==> src/rtl/dma_arb_pkg.sv <==
package dma_arb_pkg;

    localparam int CH_COUNT = 3;
    localparam int CH_IDX_W = $clog2(CH_COUNT);

    typedef logic [CH_COUNT-1:0] ch_vec_t;
    typedef logic [CH_IDX_W-1:0] ch_idx_t;

    typedef enum logic [2:0] {
        ST_IDLE,
        ST_ARM,
        ST_RD,
        ST_WR,
        ST_WAIT
    } seq_state_e;

    // Index of the set bit of a one-hot vector (zero for an empty vector).
    function automatic ch_idx_t vec_to_idx(ch_vec_t v);
        ch_idx_t r;
        r = '0;
        for (int i = 0; i < CH_COUNT; i++) begin
            if (v[i]) r = ch_idx_t'(i);
        end
        return r;
    endfunction

    // Cyclic successor of a channel index.
    function automatic ch_idx_t idx_after(ch_idx_t i);
        return (i == ch_idx_t'(CH_COUNT - 1)) ? '0 : i + ch_idx_t'(1);
    endfunction

endpackage

==> src/rtl/dma_req_sync.sv <==
module dma_req_sync #(
    parameter int WIDTH  = 3,
    parameter int STAGES = 2
) (
    input  logic             clk,
    input  logic             rst,
    input  logic [WIDTH-1:0] d,
    output logic [WIDTH-1:0] q
);

    logic [STAGES-1:0][WIDTH-1:0] stage_q;

    always_ff @(posedge clk) begin
        if (rst) begin
            stage_q <= '0;
        end else begin
            stage_q[0] <= d;
            for (int s = 1; s < STAGES; s++) begin
                stage_q[s] <= stage_q[s-1];
            end
        end
    end

    assign q = stage_q[STAGES-1];

endmodule

==> src/rtl/dma_prio_pick.sv <==
module dma_prio_pick
    import dma_arb_pkg::*;
(
    input  ch_vec_t req,
    input  ch_idx_t top,
    output ch_vec_t win,
    output logic    any
);

    ch_idx_t pos;

    // Walk the channels cyclically starting at the highest-priority one.
    always_comb begin
        win = '0;
        any = 1'b0;
        pos = top;
        for (int off = 0; off < CH_COUNT; off++) begin
            if (!any && req[pos]) begin
                win[pos] = 1'b1;
                any      = 1'b1;
            end
            pos = idx_after(pos);
        end
    end

endmodule

==> src/rtl/dma_xfer_seq.sv <==
module dma_xfer_seq
    import dma_arb_pkg::*;
(
    input  logic    clk,
    input  logic    rst,
    input  ch_vec_t pick_win,
    input  logic    pick_any,
    output ch_idx_t pick_top,
    input  logic    rotate_en,
    input  logic    fetch_gate_en,
    input  logic    fetch_stb,
    input  logic    nmi,
    input  logic    nmi_en,
    input  logic    bus_done,
    output ch_vec_t grant,
    output logic    bus_hold,
    output logic    bus_rd,
    output logic    bus_wr,
    output ch_vec_t abort_pls
);

    seq_state_e state_q, state_d;
    ch_vec_t    grant_q, grant_d;
    ch_vec_t    abort_q, abort_d;
    ch_idx_t    top_q, top_d;
    ch_idx_t    next_top;
    logic       preempt;
    seq_state_e launch_state;

    assign preempt      = nmi && nmi_en && (state_q == ST_RD || state_q == ST_WR);
    assign next_top     = rotate_en ? idx_after(vec_to_idx(grant_q)) : '0;
    assign launch_state = fetch_gate_en ? ST_ARM : ST_RD;
    assign pick_top     = (state_q == ST_WAIT) ? next_top : (rotate_en ? top_q : '0);

    always_comb begin
        state_d = state_q;
        grant_d = grant_q;
        top_d   = top_q;
        abort_d = '0;
        unique case (state_q)
            ST_IDLE: begin
                if (pick_any) begin
                    state_d = launch_state;
                    grant_d = pick_win;
                end
            end
            ST_ARM: begin
                if (fetch_stb || !fetch_gate_en) state_d = ST_RD;
            end
            ST_RD, ST_WR: begin
                if (preempt) begin
                    state_d = ST_IDLE;
                    grant_d = '0;
                    abort_d = grant_q;
                end else if (bus_done) begin
                    state_d = (state_q == ST_RD) ? ST_WR : ST_WAIT;
                end
            end
            ST_WAIT: begin
                top_d = next_top;
                if (pick_any) begin
                    state_d = launch_state;
                    grant_d = pick_win;
                end else begin
                    state_d = ST_IDLE;
                    grant_d = '0;
                end
            end
            default: begin
                state_d = ST_IDLE;
                grant_d = '0;
            end
        endcase
    end

    always_ff @(posedge clk) begin
        if (rst) begin
            state_q <= ST_IDLE;
            grant_q <= '0;
            abort_q <= '0;
            top_q   <= '0;
        end else begin
            state_q <= state_d;
            grant_q <= grant_d;
            abort_q <= abort_d;
            top_q   <= top_d;
        end
    end

    assign grant     = grant_q;
    assign abort_pls = abort_q;
    assign bus_rd    = (state_q == ST_RD);
    assign bus_wr    = (state_q == ST_WR);
    assign bus_hold  = (state_q == ST_RD) || (state_q == ST_WR) || (state_q == ST_WAIT);

endmodule

==> src/rtl/dma_tri_arbiter.sv <==
module dma_tri_arbiter
    import dma_arb_pkg::*;
#(
    parameter int SYNC_STAGES = 2
) (
    input  logic       clk,
    input  logic       rst,
    input  logic [2:0] chan_req,
    input  logic       rotate_en,
    input  logic       fetch_gate_en,
    input  logic       fetch_stb,
    input  logic       nmi,
    input  logic       nmi_en,
    input  logic       bus_done,
    output logic [2:0] grant,
    output logic       bus_hold,
    output logic       bus_rd,
    output logic       bus_wr,
    output logic [2:0] abort
);

    ch_vec_t req_s;
    ch_vec_t pick_win;
    logic    pick_any;
    ch_idx_t pick_top;

    dma_req_sync #(
        .WIDTH (CH_COUNT),
        .STAGES(SYNC_STAGES)
    ) u_sync (
        .clk(clk),
        .rst(rst),
        .d  (chan_req),
        .q  (req_s)
    );

    dma_prio_pick u_pick (
        .req(req_s),
        .top(pick_top),
        .win(pick_win),
        .any(pick_any)
    );

    dma_xfer_seq u_seq (
        .clk          (clk),
        .rst          (rst),
        .pick_win     (pick_win),
        .pick_any     (pick_any),
        .pick_top     (pick_top),
        .rotate_en    (rotate_en),
        .fetch_gate_en(fetch_gate_en),
        .fetch_stb    (fetch_stb),
        .nmi          (nmi),
        .nmi_en       (nmi_en),
        .bus_done     (bus_done),
        .grant        (grant),
        .bus_hold     (bus_hold),
        .bus_rd       (bus_rd),
        .bus_wr       (bus_wr),
        .abort_pls    (abort)
    );

endmodule

==> config.mk <==
export PLATFORM = sky130hd
export DESIGN_NAME = dma_tri_arbiter
export DESIGN_NICKNAME = d
export VERILOG_FILES = /design/src/rtl/dma_arb_pkg.sv /design/src/rtl/dma_req_sync.sv /design/src/rtl/dma_prio_pick.sv /design/src/rtl/dma_xfer_seq.sv /design/src/rtl/dma_tri_arbiter.sv
export SDC_FILE = /design/constraint.sdc
export NUM_CORES = 1
export LEC_CHECK = 0
export BUFFER_PORTS_ARGS = -buffer_cell sky130_fd_sc_hd__buf_2
export CELL_PAD_IN_SITES_DETAIL_PLACEMENT = 0
export CELL_PAD_IN_SITES_GLOBAL_PLACEMENT = 1
export CORE_MARGIN = 2
export CORE_UTILIZATION = 41
export CTS_CLUSTER_SIZE = 8
export DETAILED_ROUTE_END_ITERATION = 12
export PLACE_DENSITY_LB_ADDON = 0.1
export SYNTH_ARGS = -nofsm -noshare
export SYNTH_HDL_FRONTEND = slang
export SYNTH_SLANG_ARGS = --single-unit
==> constraint.sdc <==
create_clock -name clk -period 3.2 [get_ports clk]
set_input_delay 0 -clock clk [delete_from_list [all_inputs] [get_ports clk]]
set_output_delay 0 -clock clk [all_outputs]
set_load 0.05 [all_outputs]
==> results of run 1 <==
## kinds of logic (layout without fill, tap and decap cells)
family                 count (synthesis)  count (layout)  synth area share, %
and+or+nand+nor                       40              40                 29.6
AOI/OAI and AO/OA                     23              23                 22.3
buffers and inverters                 10              31                 6.02
DFF                                   17              17                 40.9
muxes                                  1               1                 1.20
## layout make-up
class,instances,area [sq um],share of cell area (%)
Multi-Input combinational cell,64,442,44.6
Sequential cell,17,340,34.4
Timing Repair Buffer,22,125,12.6
Tap cell,27,33.8,3.41
Clock buffer,3,22.5,2.28
Inverter,5,18.8,1.90
Clock inverter,1,7.51,0.759
## worst max-delay path: stages, from the launching register on
cell,delay [ns]
dfxtp_1,0.48
or4b_4,0.50
or3_4,0.35
a2bb2o_4,0.20
a32o_1,0.23
## synth_stat cells, drive strengths merged (2+ instances only)
cell type and number:
a211oi 3, a21oi 4, a311oi 2, a32o 2, and2 4, buf 3, clkbuf 2, dfxtp 17
inv 5, nand2 5, nand3 4, nor2 4, nor2b 6, nor3 2, nor3b 2, nor4 2
o21ai 2, o2bb2ai 2, or2 2, or3 2
## per-stage QoR
stage / cells / hold WS (ns) / area, sq um / worst slack [ns] / utilization [%]
floorplan: 91 / 0.128 / 832 / 1.24 / -
detailed placement: 132 / 0.218 / 930 / 1.35 / 47.9
finish: 139 / 0.0366 / 990 / 1.33 / 51.0
global placement: 132 / 0.211 / 930 / 1.37 / 47.9
CTS: 139 / 0.0277 / 990 / 1.32 / 51.0
global route: 139 / 0.0297 / 990 / 1.26 / 51.0
## registers in the layout, summed over array words and instances, names as in the netlist
register / cells
u_seq.abort_pls: 3
u_seq.grant: 3
u_seq.state_q: 3
u_sync.q: 3
u_sync.stage_q: 3
u_seq.top_q: 2
## power breakdown
group	internal [uW]	total, uW	switching [uW]	leakage [uW]
Clock	47.6	117	68.9	0.0000139
Sequential	223	240	17.1	0.000139
Combinational	45.6	122	75.9	0.000242
Total	316	478	162	0.000395
## worst paths after layout
check	to	slack [ns]	cells after the start
setup reg to reg	u_seq.grant[0]	1.33	4
setup / recovery	u_seq.grant[0]	1.33	4
hold / removal	u_sync.stage_q[2]	0.04	2
hold reg to reg	u_sync.q[0]	0.44	1
## routing by layer
| layer | GRT usage, % | vias to the layer above | part of all wire, % |
|---|---|---|---|
| met5 | 0 | - | 0 |
| met4 | 4.76 | 0 | 0.64 |
| met2 | 26.7 | 26 | 48 |
| li1 | - | 374 | - |
| met3 | 5.83 | 2 | 6.4 |
| met1 | 17.3 | 350 | 44 |
==> impl_metrics.py, run 1 <==
metrics = {
    "placement": {
        "port_buffers": 19,
        "dp_hpwl_um": 1280,
        "place_congestion": 0.938,
    },
    "cts": {
        "cts_tree": "yes",
        "root_buffer": "clkbuf_4",
        "clk_latency_ns": 0.30,
        "cts_buffers": 3,
        "clk_pin_slew_ns": 0.10,
        "cts_resized": 0,
        "clockBufferDepth": 2,
        "ctsHoldBuffers": 3,
        "cts.sinks": 17,
        "cts_setup_buffers": 0,
        "htree_levels": 1,
    },
    "sta": {
        "skew_ns": 0.00557,
        "period_share_pct": 58.3,
        "clock.fmax_mhz": 536,
        "rsz0062_at_grt": "false",
        "worst_pin_slew_ns": 0.437,
        "max-slew-margin-rel_pct": 70.6,
        "finalHoldViolCount": 0,
        "setup_tns_ns": 0,
        "fin_crit_ns": 1.87,
        "slew_violations": 0,
        "setup_viol": 0,
    },
    "synthesis": {
        "yosysSeqAreaShare_pct": 40.9,
        "synth_area_leaders": "dfxtp_1 (41%), nor2b_1 (4.5%), a211oi_1 (2.7%)",
        "synth-edff-count": 0,
        "ys_types": 40,
        "ys_async_sr_fraction_pct": 0,
        "syn_inst": 91,
        "synth_top_area_share_pct": 40.9,
        "synth_top_cell_by_area": "dfxtp_1",
        "yosysWarnings": 0,
        "synth_nets": 102,
        "synth-main-ff-cell": "dfxtp_1",
        "synth_seq_cells": 17,
        "synth_area_sq_um": 832,
        "avgSynthCellArea_sq_um": 9.14,
    },
    "die": {
        "initial_core_util_pct": 42.8,
        "num_rows": 16,
        "die_x_um": 49.1,
        "core_area_sq_um": 1940,
        "io_pins": 20,
        "dieHeight_um": 49.1,
        "dieArea_sq_um": 2410,
    },
    "global_routing": {
        "grt_pass1_wl_um": 2850,
        "grt_overflow": 0,
        "grt_max_degree": 15,
        "antenna_found_initial": 0,
        "grt.total_usage_pct": 15.4,
        "grt_pass1_vias": 689,
    },
    "drt": {
        "vias": 752,
        "drt-wirelength-per-cell_um": 12.5,
        "avgViaCountPerCell": 5.41,
        "drc_errors": 0,
        "ant_nets": 0,
        "wl_um": 1730,
        "firstDrtPassIters": 4,
        "dr.first_iter.drc_count": 22,
    },
    "power": {
        "peakVddDrop_mv": 0.237,
        "power_density_nw_per_um2": 483,
        "p_leak_uw": 0.000395,
        "p_total_uw": 478,
    },
    "cells_and_area": {
        "final_nets": 124,
        "antenna_cells": 0,
        "final_common_cell": "buf_2",
        "drive_gt1_share_pct": 25.9,
        "n_fill_cell": 202,
        "syn2layout_area_growth_pct": 18.9,
        "mostFrequentLayoutCells": "buf_2 (19), dfxtp_1 (17), nor2b_1 (6), inv_1 (5), nand2_1 (5)",
    },
    "hold_path": {
        "hold_class": "in -> reg",
        "hp-start": "rst",
    },
    "setup_path": {
        "start_kind": "flip-flop",
        "path_class": "reg -> reg",
        "end_kind": "flip-flop",
        "cp.arrival_ns": 2.06,
        "r2r_start": "u_seq.state_q[2]",
        "crit_fanout": 10,
        "required_ns": 3.39,
        "startpoint": "u_seq.state_q[2]",
    },
    "outcome": {
        "status": "finished clean",
    },
    "job": {
        "maxCapViolCount": 0,
    },
}
Power figures use the tool's default switching activity.
==> inputs of run 2 (changes only) <==
- CORE_UTILIZATION: 41 -> 38
- clock period: 3.2 -> 1.8 ns (I/O delays scaled with it)
==> run 2 against run 1 <==
  * Clock skew grew 0.0052 ns
  * Die area grew 7.2%
  * Global-route usage grew 2.2 points
  * Worst hold slack gained 0.028 ns
  * Sequential share of layout area shrank 2.3 points
  * Register-to-register slack lost 1.3 ns
  * First-iteration DRC count grew 36%
  * Worst setup slack lost 1.3 ns
  * Cell count grew 7.9%
  * Clock-buffer cell count grew 1
==> impl_metrics.py, run 2 (synthesis results as in run 1) <==
metrics = {
    "sta": {
        "setup_viol": 0,
        "skew_ns": 0.0108,
        "worst_hold_slack_ns": 0.0641,
        "clock.fmax_mhz": 567,
        "slew_violations": 0,
        "fin_ws_ns": 0.0354,
        "finalHoldViolCount": 0,
        "rsz0062_at_grt": "true",
        "max-slew-margin-rel_pct": 75.4,
        "worst_pin_slew_ns": 0.367,
        "fin_crit_ns": 1.76,
        "period_share_pct": 98.0,
    },
    "cells_and_area": {
        "fin_area_sq_um": 1070,
        "final_common_cell": "buf_2",
        "antenna_cells": 0,
        "mostFrequentLayoutCells": "buf_2 (19), dfxtp_1 (16), buf_4 (11), nor2b_1 (6)",
        "n_fill_cell": 202,
        "drive_gt1_share_pct": 32.5,
        "fin_cells": 150,
        "final_nets": 135,
        "syn2layout_area_growth_pct": 28.9,
    },
    "die": {
        "core_area_sq_um": 2020,
        "initial_core_util_pct": 41.2,
        "dieHeight_um": 50.8,
        "num_rows": 16,
        "die_x_um": 50.8,
        "io_pins": 20,
        "dieArea_sq_um": 2580,
    },
    "drt": {
        "firstDrtPassIters": 4,
        "avgViaCountPerCell": 5.25,
        "wl_um": 1930,
        "drc_errors": 0,
        "vias": 787,
        "ant_nets": 0,
        "dr.first_iter.drc_count": 30,
        "drt-wirelength-per-cell_um": 12.9,
    },
    "cts": {
        "cts_buffers": 3,
        "clk_pin_slew_ns": 0.10,
        "cts_tree": "yes",
        "root_buffer": "clkbuf_4",
        "cts.sinks": 17,
        "htree_levels": 1,
        "clockBufferDepth": 2,
        "cts_resized": 0,
        "clk_latency_ns": 0.29,
    },
    "global_routing": {
        "grt_pass1_wl_um": 3420,
        "grt.total_usage_pct": 17.6,
        "grt_pass1_vias": 772,
        "antenna_found_initial": 0,
        "grt_overflow": 0,
        "grt_max_degree": 15,
    },
    "power": {
        "power_density_nw_per_um2": 821,
        "peakVddDrop_mv": 0.440,
        "p_leak_uw": 0.000453,
    },
    "hold_path": {
        "hold_depth": 2,
        "hold_class": "in -> reg",
    },
    "setup_path": {
        "worst_path_max_delay_cell": "or4b_4",
        "required_ns": 1.99,
        "cp.arrival_ns": 1.96,
        "start_kind": "flip-flop",
        "crit_chain": "or4b_4 -> or3_4 -> a2bb2o_4 -> a32o_1",
        "critPathMaxStageDelay_ns": 0.54,
        "end_kind": "flip-flop",
        "r2r_cells": 4,
        "path_class": "reg -> reg",
        "crit_fanout": 2,
    },
    "placement": {
        "port_buffers": 19,
        "dpl_cell_area_sq_um": 1010,
        "place_congestion": 0.894,
        "place_worst_setup_slack_ns": 0.0348,
        "dp_hpwl_um": 1460,
        "dpl.cell_count": 142,
    },
    "outcome": {
        "status": "finished clean",
    },
    "job": {
        "maxCapViolCount": 0,
    },
}
[run 2: changes by cell type in the layout (fill, tap and decap cells not counted)]
cell	before	now
buf_4	0	11
clkbuf_1	0	1
clkinvlp_4	1	0
dfxtp_1	17	16
dfxtp_4	0	1
[run 2: cell type report]
class,count,area [sq um],area share [%]
Multi-Input combinational cell,64,442,41.2
Sequential cell,17,344,32.1
Timing Repair Buffer,33,208,19.4
Tap cell,27,33.8,3.15
Clock buffer,4,26.3,2.45
Inverter,5,18.8,1.75
[run 2: worst paths after layout]
kind	startpoint	endpoint	slack, ns
max	u_seq.grant[1]	u_seq.grant[0]	0.04
min	rst	u_seq.top_q[1]	0.06
max reg2reg	u_seq.grant[1]	u_seq.grant[0]	0.04
min reg2reg	u_sync.stage_q[1]	u_sync.q[1]	0.44
[run 2: repair_timing]
item                                    in CTS  in global routing
hold endpoints to repair                     3                  0
endpoints found under the setup margin       0                  1
setup buffers                                0                  1
hold buffers                                 3                  0
[run 2: through the flow]
| step | setup TNS (ns) | power, uW | utilization, % |
|---|---|---|---|
| after floorplan | -0.0175 | 604 | - |
| after global placement | 0 | 674 | 49.9 |
| after detailed placement | 0 | 678 | 49.9 |
| after CTS | 0 | 885 | 52.7 |
| after global routing | -0.00805 | 934 | 53.0 |
| final | 0 | 880 | 53.0 |
[run 2: routing by layer]
layer	track usage, %	up-vias	part of all wire, %
met5	0	-	0
met1	22.1	365	49
met3	3.57	2	4.1
met2	30.3	19	46
met4	4.95	0	0.47
li1	-	401	-
[run 2: worst max-delay path: cells and delay by family (launching register included)]
| kind | cells | cell delay [ns] |
|---|---|---|
| AOI/OAI and AO/OA | 2 | 0.43 |
| DFF | 1 | 0.35 |
| and+or+nand+nor | 2 | 0.89 |
[run 2: power breakdown]
| part | switching, uW | total [uW] | internal, uW |
|---|---|---|---|
| registers | 17.7 | 413 | 396 |
| clock network | 117 | 203 | 86.0 |
| logic | 157 | 264 | 107 |
| total | 291 | 880 | 589 |
==> inputs of run 3 (changes only) <==
- CORE_UTILIZATION: 38 -> 40
- CTS_BUF_LIST: default -> sky130_fd_sc_hd__clkbuf_4
==> run 3 against run 2 <==
  * Global-route usage is 1.0 points lower
  * Worst hold slack gained 0.0075 ns
  * Clock-buffer cell count is the same
  * Largest power group unchanged
  * Worst setup slack lost 0.012 ns
  * Cell count shrank 2.7%
  * Design area down 2.5%
  * Flip-flop and latch count stayed put
  * Sequential power barely moved
  * Critical path depth stayed put
  * Routed wire length down 2.1%
==> impl_metrics.py, run 3 (synthesis results as in run 1) <==
metrics = {
    "outcome": {
        "status": "finished clean",
    },
    "global_routing": {
        "grt_max_degree": 15,
        "grt_pass1_wl_um": 3280,
        "antenna_found_initial": 0,
        "grt.total_usage_pct": 16.6,
        "grt_overflow": 0,
        "grt_pass1_vias": 738,
    },
    "cts": {
        "cts.sinks": 17,
        "htree_levels": 1,
        "clk_latency_ns": 0.28,
        "clockBufferDepth": 2,
        "root_buffer": "clkbuf_4",
        "cts_buffers": 3,
        "clk_pin_slew_ns": 0.09,
        "cts_tree": "yes",
        "cts_setup_buffers": 0,
    },
    "die": {
        "dieHeight_um": 49.6,
        "core_area_sq_um": 1960,
        "dieArea_sq_um": 2460,
        "io_pins": 20,
        "num_rows": 16,
        "initial_core_util_pct": 42.4,
        "die_x_um": 49.6,
    },
    "drt": {
        "ant_nets": 0,
        "top_layer_used": "met4",
        "wl_met2_um": 816,
        "dr.first_iter.drc_count": 20,
        "wl_um": 1890,
        "vias": 770,
        "avgViaCountPerCell": 5.27,
        "drc_errors": 0,
        "firstDrtPassIters": 5,
        "drt-met1-wl_um": 956,
        "drt-wirelength-per-cell_um": 12.9,
        "wl_met3_um": 91,
    },
    "setup_path": {
        "r2r_end": "u_seq.grant[0]",
        "crit_fanout": 3,
        "r2r_cells": 4,
        "required_ns": 1.98,
        "r2r_slack_ns": 0.02,
        "crit_chain": "or4b_4 -> or3_4 -> a2bb2o_4 -> a32o_1",
        "crit_family": "simple AND/OR/NAND/NOR gates",
        "end_kind": "flip-flop",
        "path_class": "reg -> reg",
        "worst-path-buf-inv": 0,
        "r2r_start": "u_seq.grant[1]",
        "start_kind": "flip-flop",
        "worst_path_max_delay_cell": "or4b_4",
        "cp.arrival_ns": 1.96,
        "critPathMaxStageDelay_ns": 0.53,
    },
    "placement": {
        "port_buffers": 19,
        "dpl_cell_area_sq_um": 986,
        "place_worst_setup_slack_ns": 0.0380,
        "place_congestion": 0.880,
        "dp_hpwl_um": 1440,
    },
    "cells_and_area": {
        "fin_area_sq_um": 1050,
        "final_nets": 131,
        "antenna_cells": 0,
        "syn2layout_area_growth_pct": 25.7,
        "final_common_cell": "buf_2",
        "mostFrequentLayoutCells": "buf_2 (19), dfxtp_1 (16), buf_4 (7), nor2b_1 (6)",
        "utilization_pct": 53.3,
        "drive_gt1_share_pct": 31.1,
    },
    "sta": {
        "finalHoldViolCount": 0,
        "fin_ws_ns": 0.0232,
        "worst_pin_slew_ns": 0.490,
        "setup_tns_ns": 0,
        "period_share_pct": 98.7,
        "skew_ns": 0.00473,
        "setup_viol": 0,
        "max-slew-margin-rel_pct": 67.0,
        "slew_violations": 0,
        "rsz0062_at_grt": "false",
        "worst_hold_slack_ns": 0.0717,
        "fin_crit_ns": 1.78,
        "clock.fmax_mhz": 563,
    },
    "hold_path": {
        "hp-start": "rst",
        "min_to": "u_sync.q[1]",
        "hold_depth": 2,
        "hold_class": "in -> reg",
    },
    "power": {
        "p_leak_uw": 0.000436,
        "peakVddDrop_mv": 0.551,
        "clockPowerShare_pct": 23.7,
        "cell_internal_pwr_uw": 597,
        "p_seq_share_pct": 47.1,
        "power_density_nw_per_um2": 836,
        "swShare_pct": 31.7,
        "comb_power_share_pct": 29.2,
        "switchingPower_uw": 277,
    },
    "job": {
        "maxCapViolCount": 0,
    },
}
run 3: cell count changes in the layout (fill, tap and decap cells not counted):
| cell | change |
|---|---|
| clkbuf_4 | +1 |
| clkbuf_1 | -1 |
| buf_4 | -4 |
run 3: layer usage:
metal | vias to the layer above | global-route usage, %
li1 | 395 | -
met1 | 348 | 23.0
met2 | 23 | 26.2
met3 | 4 | 3.33
met4 | 0 | 4.17
met5 | - | 0
run 3: worst max path at each step:
stage	depth (start not counted)	slack, ns	endpoint	from
floorplan	4	-0.02	u_seq.grant[0]	u_seq.grant[1]
global placement	4	0.05	u_seq.grant[0]	u_seq.grant[1]
detailed placement	4	0.04	u_seq.grant[0]	u_seq.grant[1]
CTS	4	0.02	u_seq.grant[0]	u_seq.grant[1]
global route	4	0.0009	u_seq.grant[0]	u_seq.grant[1]
finish	4	0.02	u_seq.grant[0]	u_seq.grant[1]
run 3: what timing repair did:
item | in CTS | in global routing
hold buffers | 3 | 0
gates resized for setup | 0 | 0
hold endpoints to repair | 3 | 0
endpoints found under the setup margin | 0 | 0
run 3: final cells by class:
type	instances	area, sq um
clock buffers	4	30.0
fillers	198	916
inverters	5	18.8
multi-input cells	64	442
flip-flops and latches	17	344
well taps	27	33.8
repair buffers	29	178
run 3: power groups by stage:
stage / clock [uW] / combinational (uW) / sequential [uW]
after floorplan: 0 / 167 / 436
after global placement: 0 / 249 / 420
after detailed placement: 0 / 248 / 421
after CTS: 214 / 254 / 413
after global routing: 236 / 277 / 416
final: 207 / 255 / 412
run 3: per-stage QoR:
step | instances | total power (uW)
floorplan | 91 | 604
global placement | 139 | 670
detailed placement | 139 | 669
CTS | 146 | 881
global route | 146 | 928
finish | 146 | 874
